## config.mk

```make
export PLATFORM = sky130hd
export DESIGN_NAME = adc_sel_shadow
export DESIGN_NICKNAME = d
export VERILOG_FILES = /design/src/rtl/adc_sel_pkg.sv /design/src/rtl/adc_sel_regs.sv /design/src/rtl/adc_conv_seq.sv /design/src/rtl/adc_result_cap.sv /design/src/rtl/adc_sel_shadow.sv
export SDC_FILE = /design/constraint.sdc
export NUM_CORES = 1
export LEC_CHECK = 0
export ABC_AREA = 1
export ABC_CLOCK_PERIOD_IN_PS = 1600
export BUFFER_PORTS_ARGS = -buffer_cell sky130_fd_sc_hd__buf_2
export CAP_MARGIN = 20
export CORE_AREA = 2 2 69 71
export CTS_CLUSTER_DIAMETER = 150
export DETAILED_ROUTE_END_ITERATION = 8
export DIE_AREA = 0 0 71 73
export HOLD_SLACK_MARGIN = 0.03
export PLACE_DENSITY = 0.61
export SLEW_MARGIN = 20
export SYNTH_ARGS = -nofsm -noshare
export SYNTH_HDL_FRONTEND = slang
export SYNTH_SLANG_ARGS = --single-unit
```

## constraint.sdc

```tcl
create_clock -name clk -period 1.6 [get_ports clk]
set_clock_uncertainty 0.1 [all_clocks]
set_input_delay 0.08 -clock clk [delete_from_list [all_inputs] [get_ports clk]]
set_output_delay 0.08 -clock clk [all_outputs]
set_load 0.01 [all_outputs]
```

## src/rtl/adc_sel_pkg.sv

```systemverilog
package adc_sel_pkg;
  parameter int CH_W  = 4;
  parameter int REF_W = 3;

  typedef struct packed {
    logic [REF_W-1:0] refsel;
    logic [CH_W-1:0]  ch;
  } sel_t;
endpackage

```

## src/rtl/adc_sel_regs.sv

```systemverilog
module adc_sel_regs
  import adc_sel_pkg::*;
(
  input  logic clk,
  input  logic rst,
  input  logic wr,
  input  sel_t wdata,
  input  logic open_en,
  output sel_t cpu_q,
  output sel_t shd_q
);
  always_ff @(posedge clk) begin
    if (rst) begin
      cpu_q <= '0;
      shd_q <= '0;
    end else begin
      if (wr) cpu_q <= wdata;
      if (open_en) shd_q <= cpu_q;
    end
  end
endmodule

```

## src/rtl/adc_conv_seq.sv

```systemverilog
module adc_conv_seq #(
  parameter int CONV_CYC = 13,
  localparam int CNT_W = (CONV_CYC > 1) ? $clog2(CONV_CYC) : 1
) (
  input  logic             clk,
  input  logic             rst,
  input  logic             tick,
  input  logic             en,
  input  logic             free_run,
  input  logic             start_wr,
  output logic             pend,
  output logic             active,
  output logic [CNT_W-1:0] cnt,
  output logic             at_last,
  output logic             cmp
);
  localparam logic [CNT_W-1:0] LAST = CNT_W'(CONV_CYC - 1);

  assign at_last = active && (cnt == LAST);
  assign cmp     = en && tick && at_last;

  always_ff @(posedge clk) begin
    if (rst || !en) begin
      pend   <= 1'b0;
      active <= 1'b0;
      cnt    <= '0;
    end else begin
      if (start_wr && !active) pend <= 1'b1;
      if (tick) begin
        if (active) begin
          if (cnt == LAST) begin
            cnt    <= '0;
            active <= free_run;
          end else begin
            cnt <= cnt + 1'b1;
          end
        end else if (pend) begin
          active <= 1'b1;
          cnt    <= '0;
          pend   <= 1'b0;
        end
      end
    end
  end
endmodule

```

## src/rtl/adc_result_cap.sv

```systemverilog
module adc_result_cap #(
  parameter int RES_W = 10,
  parameter int REF_W = 3
) (
  input  logic             clk,
  input  logic             rst,
  input  logic             cmp,
  input  logic             flag_clr,
  input  logic [RES_W-1:0] res_in,
  input  logic [REF_W-1:0] conv_ref,
  output logic             flag,
  output logic [RES_W-1:0] result,
  output logic             discard
);
  logic [REF_W-1:0] prev_ref;

  always_ff @(posedge clk) begin
    if (rst) begin
      flag     <= 1'b0;
      result   <= '0;
      discard  <= 1'b0;
      prev_ref <= '0;
    end else if (cmp) begin
      flag     <= 1'b1;
      result   <= res_in;
      discard  <= (conv_ref != prev_ref);
      prev_ref <= conv_ref;
    end else if (flag_clr) begin
      flag <= 1'b0;
    end
  end
endmodule

```

## src/rtl/adc_sel_shadow.sv

```systemverilog
module adc_sel_shadow
  import adc_sel_pkg::*;
#(
  parameter int CONV_CYC = 13,
  parameter int RES_W    = 10
) (
  input  logic             clk,
  input  logic             rst,
  input  logic             adc_tick,
  input  logic             en,
  input  logic             free_run,
  input  logic             start_wr,
  input  logic             flag_clr_wr,
  input  logic             sel_wr,
  input  logic [CH_W-1:0]  sel_ch_wdata,
  input  logic [REF_W-1:0] sel_ref_wdata,
  input  logic [RES_W-1:0] res_in,
  output logic [CH_W-1:0]  sel_ch_q,
  output logic [REF_W-1:0] sel_ref_q,
  output logic [CH_W-1:0]  shd_ch,
  output logic [REF_W-1:0] shd_ref,
  output logic             start_q,
  output logic             conv_active,
  output logic             done_flag,
  output logic [RES_W-1:0] result_q,
  output logic             discard_hint
);
  localparam int CNT_W = (CONV_CYC > 1) ? $clog2(CONV_CYC) : 1;

  sel_t             wsel, cpu_sel, shd_sel;
  logic             pend, active, at_last, cmp, shd_open;
  logic [CNT_W-1:0] cnt_q;

  assign wsel     = '{refsel: sel_ref_wdata, ch: sel_ch_wdata};
  assign shd_open = adc_tick && (!active || at_last || !en);

  adc_sel_regs u_regs (
    .clk(clk), .rst(rst), .wr(sel_wr), .wdata(wsel),
    .open_en(shd_open), .cpu_q(cpu_sel), .shd_q(shd_sel)
  );

  adc_conv_seq #(.CONV_CYC(CONV_CYC)) u_seq (
    .clk(clk), .rst(rst), .tick(adc_tick), .en(en), .free_run(free_run),
    .start_wr(start_wr), .pend(pend), .active(active), .cnt(cnt_q),
    .at_last(at_last), .cmp(cmp)
  );

  adc_result_cap #(.RES_W(RES_W), .REF_W(REF_W)) u_cap (
    .clk(clk), .rst(rst), .cmp(cmp), .flag_clr(flag_clr_wr),
    .res_in(res_in), .conv_ref(shd_sel.refsel),
    .flag(done_flag), .result(result_q), .discard(discard_hint)
  );

  assign sel_ch_q    = cpu_sel.ch;
  assign sel_ref_q   = cpu_sel.refsel;
  assign shd_ch      = shd_sel.ch;
  assign shd_ref     = shd_sel.refsel;
  assign start_q     = pend || active;
  assign conv_active = active;
endmodule

```

==> results of run 1 <==
-- cells in the mapped netlist (all sizes together) --
cell type  instances  share of area
a21oi             20          0.068
nand2             33          0.091
dfxtp             35           0.47
nor2              41           0.11
buf                5          0.033
clkinv             2         0.0059
ha                 2          0.017
o21ai             22          0.074
inv               25          0.063
clkbuf             4          0.010
nand3             13          0.044
xnor2              1         0.0059
-- worst register-to-register path, stage by stage (launching register included) --
cell,delay (ns)
sky130_fd_sc_hd__dfxtp_2,0.35
sky130_fd_sc_hd__inv_1,0.05
sky130_fd_sc_hd__ha_1,0.18
sky130_fd_sc_hd__nand3_1,0.14
sky130_fd_sc_hd__inv_2,0.06
sky130_fd_sc_hd__nand2_4,0.13
sky130_fd_sc_hd__buf_4,0.17
sky130_fd_sc_hd__nand2_1,0.06
sky130_fd_sc_hd__nand2_1,0.05
sky130_fd_sc_hd__nor2_1,0.06
-- worst max path at each step --
stage	startpoint	slack [ns]	end
finish	u_seq.cnt[0]	0.15	u_cap.discard
global route	u_seq.cnt[0]	0.007	u_cap.result[0]
CTS	u_seq.cnt[0]	0.05	u_cap.result[0]
detailed placement	u_seq.cnt[0]	0.06	u_cap.result[0]
global placement	u_seq.cnt[0]	0.1	u_cap.result[7]
floorplan	u_seq.cnt[0]	0.19	u_regs.shd_q[0]
-- timing repair --
action | 4_1_cts | 5_1_grt
endpoints found under the hold margin | 20 | 0
setup endpoints to repair | 0 | 28
hold buffers | 21 | 0
resized for setup | 0 | 6
-- power groups by stage --
stage	sequential, mW	combinational, mW	clock [mW]
final	0.915	0.207	0.789
after global routing	0.918	0.233	0.863
after CTS	0.915	0.207	0.810
after detailed placement	0.935	0.168	0
after global placement	0.935	0.168	0
after floorplan	0.945	0.0875	0
-- cell type report --
cell class / instances / area [um^2]
Clock inverter: 3 / 43.8
Tap cell: 54 / 67.6
Timing Repair Buffer: 77 / 500
Fill cell: 456 / 2430
Inverter: 27 / 108
Multi-Input combinational cell: 132 / 612
Sequential cell: 35 / 703
Clock buffer: 5 / 68.8
-- layer usage --
layer,global-route usage,vias to the layer above,share of wire
met1,0.145,615,0.45
met3,0.0470,4,0.065
met2,0.225,46,0.47
met5,0,-,0
met4,0.0629,0,0.017
li1,-,782,-
-- flip-flops by register name, indices dropped and copies added, names as in the netlist --
| register | flops |
|---|---|
| u_seq.cnt | 4 |
| u_seq.active | 1 |
| u_cap.flag | 1 |
| u_seq.pend | 1 |
| u_cap.prev_ref | 3 |
| u_cap.result | 10 |
| u_regs.shd_q | 7 |
| u_regs.cpu_q | 7 |
| u_cap.discard | 1 |
-- stage by stage --
step                 util  setup WS (ns)  instance area [um^2]  hold slack (ns)  power, mW
floorplan               -          0.194                  1480           0.0491       1.03
global placement    0.391         0.0992                  1770            0.194       1.10
detailed placement  0.391         0.0621                  1770            0.194       1.10
CTS                 0.462         0.0526                  2100           0.0747       1.93
global route        0.464        0.00666                  2100            0.138       2.01
finish              0.464          0.145                  2100           0.0745       1.91
-- logic make-up after synthesis --
kind of cell | after synthesis | share of synthesized area
adders and majority gates | 2 | 0.0169
and+or+nand+nor | 87 | 0.249
AOI/OAI and AO/OA | 42 | 0.142
xor gates and xnor gates | 1 | 0.00592
DFF | 35 | 0.474
buffers and inverters | 36 | 0.113
==> metrics.md, run 1 <==
| Metric | Value |
|---|---|
| Number of global-route vias before repair | `1269` |
| Routability Congestion | `0.784` |
| CP peak stage delay | `0.35 ns` |
| Reg-to-reg setup timing slack | `0.15 ns` |
| Reg2reg end | `u_cap.discard` |
| Post-detailed-route via-to-cell ratio | `4.35` |
| Clock latency on the worst-skew pair | `0.29 ns` |
| Final slew viol count | `0` |
| Post-Synthesis Net Count | `230` |
| Buffers and inverters on the worst path | `3` |
| Leakage component of the power | `1.00 nW` |
| Clk pwr share | `0.413` |
| #FFs+latches synth | `35` |
| Detailed-route wire length per cell | `9.86 um` |
| Relative contribution of combinational cells to total power | `0.108` |
| Pint | `1.47 mW` |
| Arrival time of data at the critical path endpoint | `1.53 ns` |
| Hpwl dp | `2190 um` |
| Via total after detailed routing | `1447` |
| Crit start category | `flip-flop` |
| Total number of H-tree levels | `2` |
| Average cell area after synthesis | `7.29 um^2` |
| Final cycle utilization of the critical path | `0.909` |
| Setup CP Type | `flip-flop to flip-flop` |
| Status | `finished clean` |
| Antenna diode count | `0` |
| Most common cell after layout, fill and taps aside | `sky130_fd_sc_hd__buf_2` |
| Post-Synthesis Cells | `203` |
| Site Rows | `25` |
| Max_cap viols | `0` |
| Required time reported for the critical path endpoint | `1.68 ns` |
| Die Y | `73 um` |
| Count of endpoints failing hold in the final timing report | `0` |
| Capturing element type of the critical path | `flip-flop` |
| Number of buffers added on ports | `52` |
| Total negative slack for setup checks | `0 ns` |
| Dominant cell type by count on the critical path | `sky130_fd_sc_hd__nand2_1` |
| Number of failing setup endpoints in the final timing report | `0` |
| Fraction of layout instances using a drive strength above 1 | `0.262` |
| Post-Place Cells | `304` |
| Iteration count of the initial detailed-routing pass | `4` |
| First-pass GRT wire length | `5300 um` |
| Gr ovfl total | `0` |
| Iter 0 DRT Violations | `47` |
| RSZ-0062 raised after global routing | `false` |
| WL final | `3280 um` |
| Switching pwr | `0.444 mW` |
| Yosys warns | `0` |
| Area enclosed by the die boundary | `0.00518 mm^2` |
| Endpoint of the worst hold-timing path | `u_seq.active` |
| Number of distinct library cell variants in the gate-level netlist after synthesis | `17` |
| Cell area after synthesis | `0.00148 mm^2` |
| Layout Nets | `305` |
| Core area | `0.00454 mm^2` |
| Remaining antenna violation count | `0` |
| Time the worst path needs with I/O delays and setup | `1.45 ns` |
| PD cells | `908 mW/mm^2` |
| Cells along the critical path | `inv_1, ha_1, nand3_1, inv_2, nand2_4, buf_4, nand2_1, nand2_1, nor2_1` |
| Clock transition at path regs | `0.08 ns` |
| Relative slew slack | `0.711` |
| Ports placed on the boundary | `53` |
| Cell at the root of the clock tree | `sky130_fd_sc_hd__clkbuf_8` |
| Cell family contributing the most delay on the critical path | `simple AND/OR/NAND/NOR gates` |
| Switching share of power | `0.232` |
| Syn-to-layout area delta | `42.2%` |
| Largest driver fanout on the critical path | `10` |
| Number of buffers inserted during clock tree synthesis | `5` |
| Number of logic stages on the critical path including buffering | `9` |
| Peak supply drop | `0.468 mV` |
| Worst hold path type | `input port to flip-flop` |
| Post-CTS Setup Bufs | `0` |
| Antenna violations before repair | `0` |
| Most frequent cells in the layout | `52 x sky130_fd_sc_hd__buf_2, 39 x sky130_fd_sc_hd__nor2_1, 33 x sky130_fd_sc_hd__dfxtp_1, 31 x sky130_fd_sc_hd__nand2_1, 24 x sky130_fd_sc_hd__inv_1` |
| Number of cells traversed by the worst hold path | `5` |
| DRC violation count after routing | `0` |
| GR Util All Layers | `0.131` |
| TritonCTS clock tree | `built` |
| Sequential cell fraction of total power | `0.479` |
| Largest buffer count on any clock path | `2` |
| Max Freq | `687 MHz` |
| Die Width | `71 um` |
| Hold_sp | `free_run` |
| Startpoint of the worst-slack reg-to-reg timing path | `u_seq.cnt[0]` |
| Final cell count without fillers | `333` |
| Sequential fraction of the synthesis area | `0.474` |
| Maximum number of pins on one net before global-route repair | `29` |
| Logic depth of the worst register-to-register path | `9` |
| Initial core utilization | `0.326` |
| Number of sinks driven by the clock tree | `35` |
| Worst path slowest cell | `sky130_fd_sc_hd__dfxtp_2` |
| Actual transition at the worst max-transition pin | `0.433 ns` |
Power figures use the tool's default switching activity.
==> inputs of run 2 (changes only) <==
--- a/config.mk
+++ b/config.mk
@@ -15,6 +15,7 @@
 export DIE_AREA = 0 0 71 73
 export HOLD_SLACK_MARGIN = 0.03
 export PLACE_DENSITY = 0.61
+export SETUP_SLACK_MARGIN = 0.5
 export SLEW_MARGIN = 20
 export SYNTH_ARGS = -nofsm -noshare
 export SYNTH_HDL_FRONTEND = slang
==> metrics.md, run 2 (same netlist as run 1, synthesis figures left out) <==
| Metric | Value |
|---|---|
| Required time reported for the critical path endpoint | `1.68 ns` |
| CP peak stage delay | `0.34 ns` |
| Remaining antenna violation count | `0` |
| Worst slack on hold paths | `0.0560 ns` |
| Max Freq | `778 MHz` |
| Post-detailed-route via-to-cell ratio | `4.45` |
| GR Util All Layers | `0.151` |
| Core area | `0.00454 mm^2` |
| Reg-to-reg setup timing slack | `0.31 ns` |
| Startpoint of the most critical setup path | `u_seq.cnt[1]` |
| Fraction of layout instances using a drive strength above 1 | `0.359` |
| Register bank with the most flops | `u_cap.result` |
| Hpwl dp | `2200 um` |
| WL final | `3810 um` |
| Cell at the root of the clock tree | `sky130_fd_sc_hd__clkbuf_8` |
| Largest registers in the final layout | `u_cap.result: 10 flops, u_regs.cpu_q: 7 flops, u_regs.shd_q: 7 flops` |
| Initial core utilization | `0.326` |
| DRC violation count after routing | `0` |
| Cell family contributing the most delay on the critical path | `simple AND/OR/NAND/NOR gates` |
| Site Rows | `25` |
| Number of buffers added on ports | `52` |
| TritonCTS clock tree | `built` |
| Actual transition at the worst max-transition pin | `0.505 ns` |
| Area enclosed by the die boundary | `0.00518 mm^2` |
| Die Y | `73 um` |
| Number of cells traversed by the worst hold path | `4` |
| Startpoint of the worst-slack reg-to-reg timing path | `u_seq.cnt[1]` |
| Antenna diode count | `0` |
| Hold_sp | `adc_tick` |
| Number of buffers inserted during clock tree synthesis | `5` |
| Antenna violations before repair | `0` |
| Number of sinks driven by the clock tree | `35` |
| Switching pwr | `0.452 mW` |
| Via total after detailed routing | `1519` |
| Setup CP Type | `flip-flop to flip-flop` |
| Most common cell after layout, fill and taps aside | `sky130_fd_sc_hd__buf_2` |
| Count of endpoints failing hold in the final timing report | `0` |
| Die Width | `71 um` |
| Max_cap viols | `0` |
| RSZ-0062 raised after global routing | `true` |
| Utilization of the core after routing | `0.518` |
| Arrival time of data at the critical path endpoint | `1.37 ns` |
| Largest buffer count on any clock path | `2` |
| Clock latency on the worst-skew pair | `0.28 ns` |
| Clock transition at path regs | `0.07 ns` |
| Maximum number of pins on one net before global-route repair | `29` |
| Leakage component of the power | `1.08 nW` |
| Number of logic stages on the critical path including buffering | `6` |
| Iter 0 DRT Violations | `56` |
| Cells along the critical path | `inv_2, ha_4, nand3_4, nand3_2, a21oi_1, nor2_1` |
| Final slew viol count | `0` |
| Syn-to-layout area delta | `58.9%` |
| Buffers and inverters on the worst path | `1` |
| Switching share of power | `0.217` |
| Iteration count of the initial detailed-routing pass | `4` |
| Number of failing setup endpoints in the final timing report | `0` |
| Relative contribution of combinational cells to total power | `0.108` |
| Final cycle utilization of the critical path | `0.804` |
| Status | `finished clean` |
| Logic depth of the worst register-to-register path | `6` |
| End point of the critical path | `u_regs.shd_q[4]` |
| Pint | `1.63 mW` |
| Number of global-route vias before repair | `1422` |
| Largest driver fanout on the critical path | `7` |
| Sequential cell fraction of total power | `0.439` |
| Detailed-route wire length per cell | `11.2 um` |
| Worst hold path type | `input port to flip-flop` |
| Gr ovfl total | `0` |
| Routability Congestion | `0.739` |
| Cell area reported after detailed placement | `0.00179 mm^2` |
| Worst path slowest cell | `sky130_fd_sc_hd__dfxtp_2` |
| Non-Filler Cell Area, Final | `0.00235 mm^2` |
| Clk pwr share | `0.453` |
| Total negative slack for setup checks | `0 ns` |
| Reg2reg end | `u_regs.shd_q[4]` |
| Ports placed on the boundary | `53` |
| First-pass GRT wire length | `6160 um` |
| Flip-flop count of the largest register, all copies and words added | `10` |
| Relative slew slack | `0.663` |
| Time the worst path needs with I/O delays and setup | `1.29 ns` |
| Crit start category | `flip-flop` |
| Total number of H-tree levels | `2` |
| Peak supply drop | `0.455 mV` |
| Layout Nets | `313` |
| PD cells | `887 mW/mm^2` |
| Capturing element type of the critical path | `flip-flop` |
| Most frequent cells in the layout | `51 x sky130_fd_sc_hd__buf_2, 34 x sky130_fd_sc_hd__nor2_1, 32 x sky130_fd_sc_hd__dfxtp_1, 28 x sky130_fd_sc_hd__nand2_1, 22 x sky130_fd_sc_hd__inv_1` |
## run 2: worst min path at each step
stage	end	slack, ns
after floorplan	u_cap.flag	0.04
after global placement	u_cap.flag	0.18
after detailed placement	u_cap.flag	0.18
after CTS	u_cap.flag	-0.13
after global routing	u_seq.active	0.09
final	u_seq.active	0.06
## run 2: power groups by stage
stage	combinational, mW	clock, mW	sequential [mW]
after detailed placement	0.171	0	0.936
after CTS	0.212	0.968	0.915
final	0.224	0.944	0.915
after global routing	0.251	0.997	0.919
after global placement	0.170	0	0.936
after floorplan	0.0898	0	0.945
## run 2: metal layers
| metal | track usage | wire [um] | part of all wire | vias up |
|---|---|---|---|---|
| li1 | - | - | - | 804 |
| met1 | 0.171 | 1700 | 0.45 | 673 |
| met2 | 0.269 | 1890 | 0.50 | 37 |
| met3 | 0.0290 | 147 | 0.039 | 5 |
| met4 | 0.0818 | 70 | 0.018 | 0 |
| met5 | 0 | 0 | 0 | - |
## run 2: repair_timing
item,4_1_cts,5_1_grt
setup endpoints to repair,28,35
hold endpoints to repair,19,1
cloned,2,1
pin swaps,5,3
setup buffers,7,2
hold buffers,18,2
gates resized for setup,14,18
## run 2: per-stage QoR
step	std cells	total power [mW]	worst slack, ns
floorplan	203	1.04	0.337
global placement	301	1.11	0.190
detailed placement	301	1.11	0.174
CTS	336	2.09	0.358
global route	341	2.17	0.256
finish	341	2.08	0.314
## run 2: layout make-up
type	count	area [um^2]
Tap cell	54	67.6
Inverter	27	125
Multi-Input combinational cell	135	759
Timing Repair Buffer	82	558
Fill cell	436	2190
Clock inverter	2	60.1
Sequential cell	35	707
Clock buffer	6	72.6
## run 2: worst register-to-register path, delay by kind of cell (launching register included)
| kind | cells | cell delay [ns] |
|---|---|---|
| compound gates | 1 | 0.18 |
| simple gates | 3 | 0.37 |
| fa+ha+maj | 1 | 0.15 |
| buf+inv | 1 | 0.05 |
| flops | 1 | 0.34 |
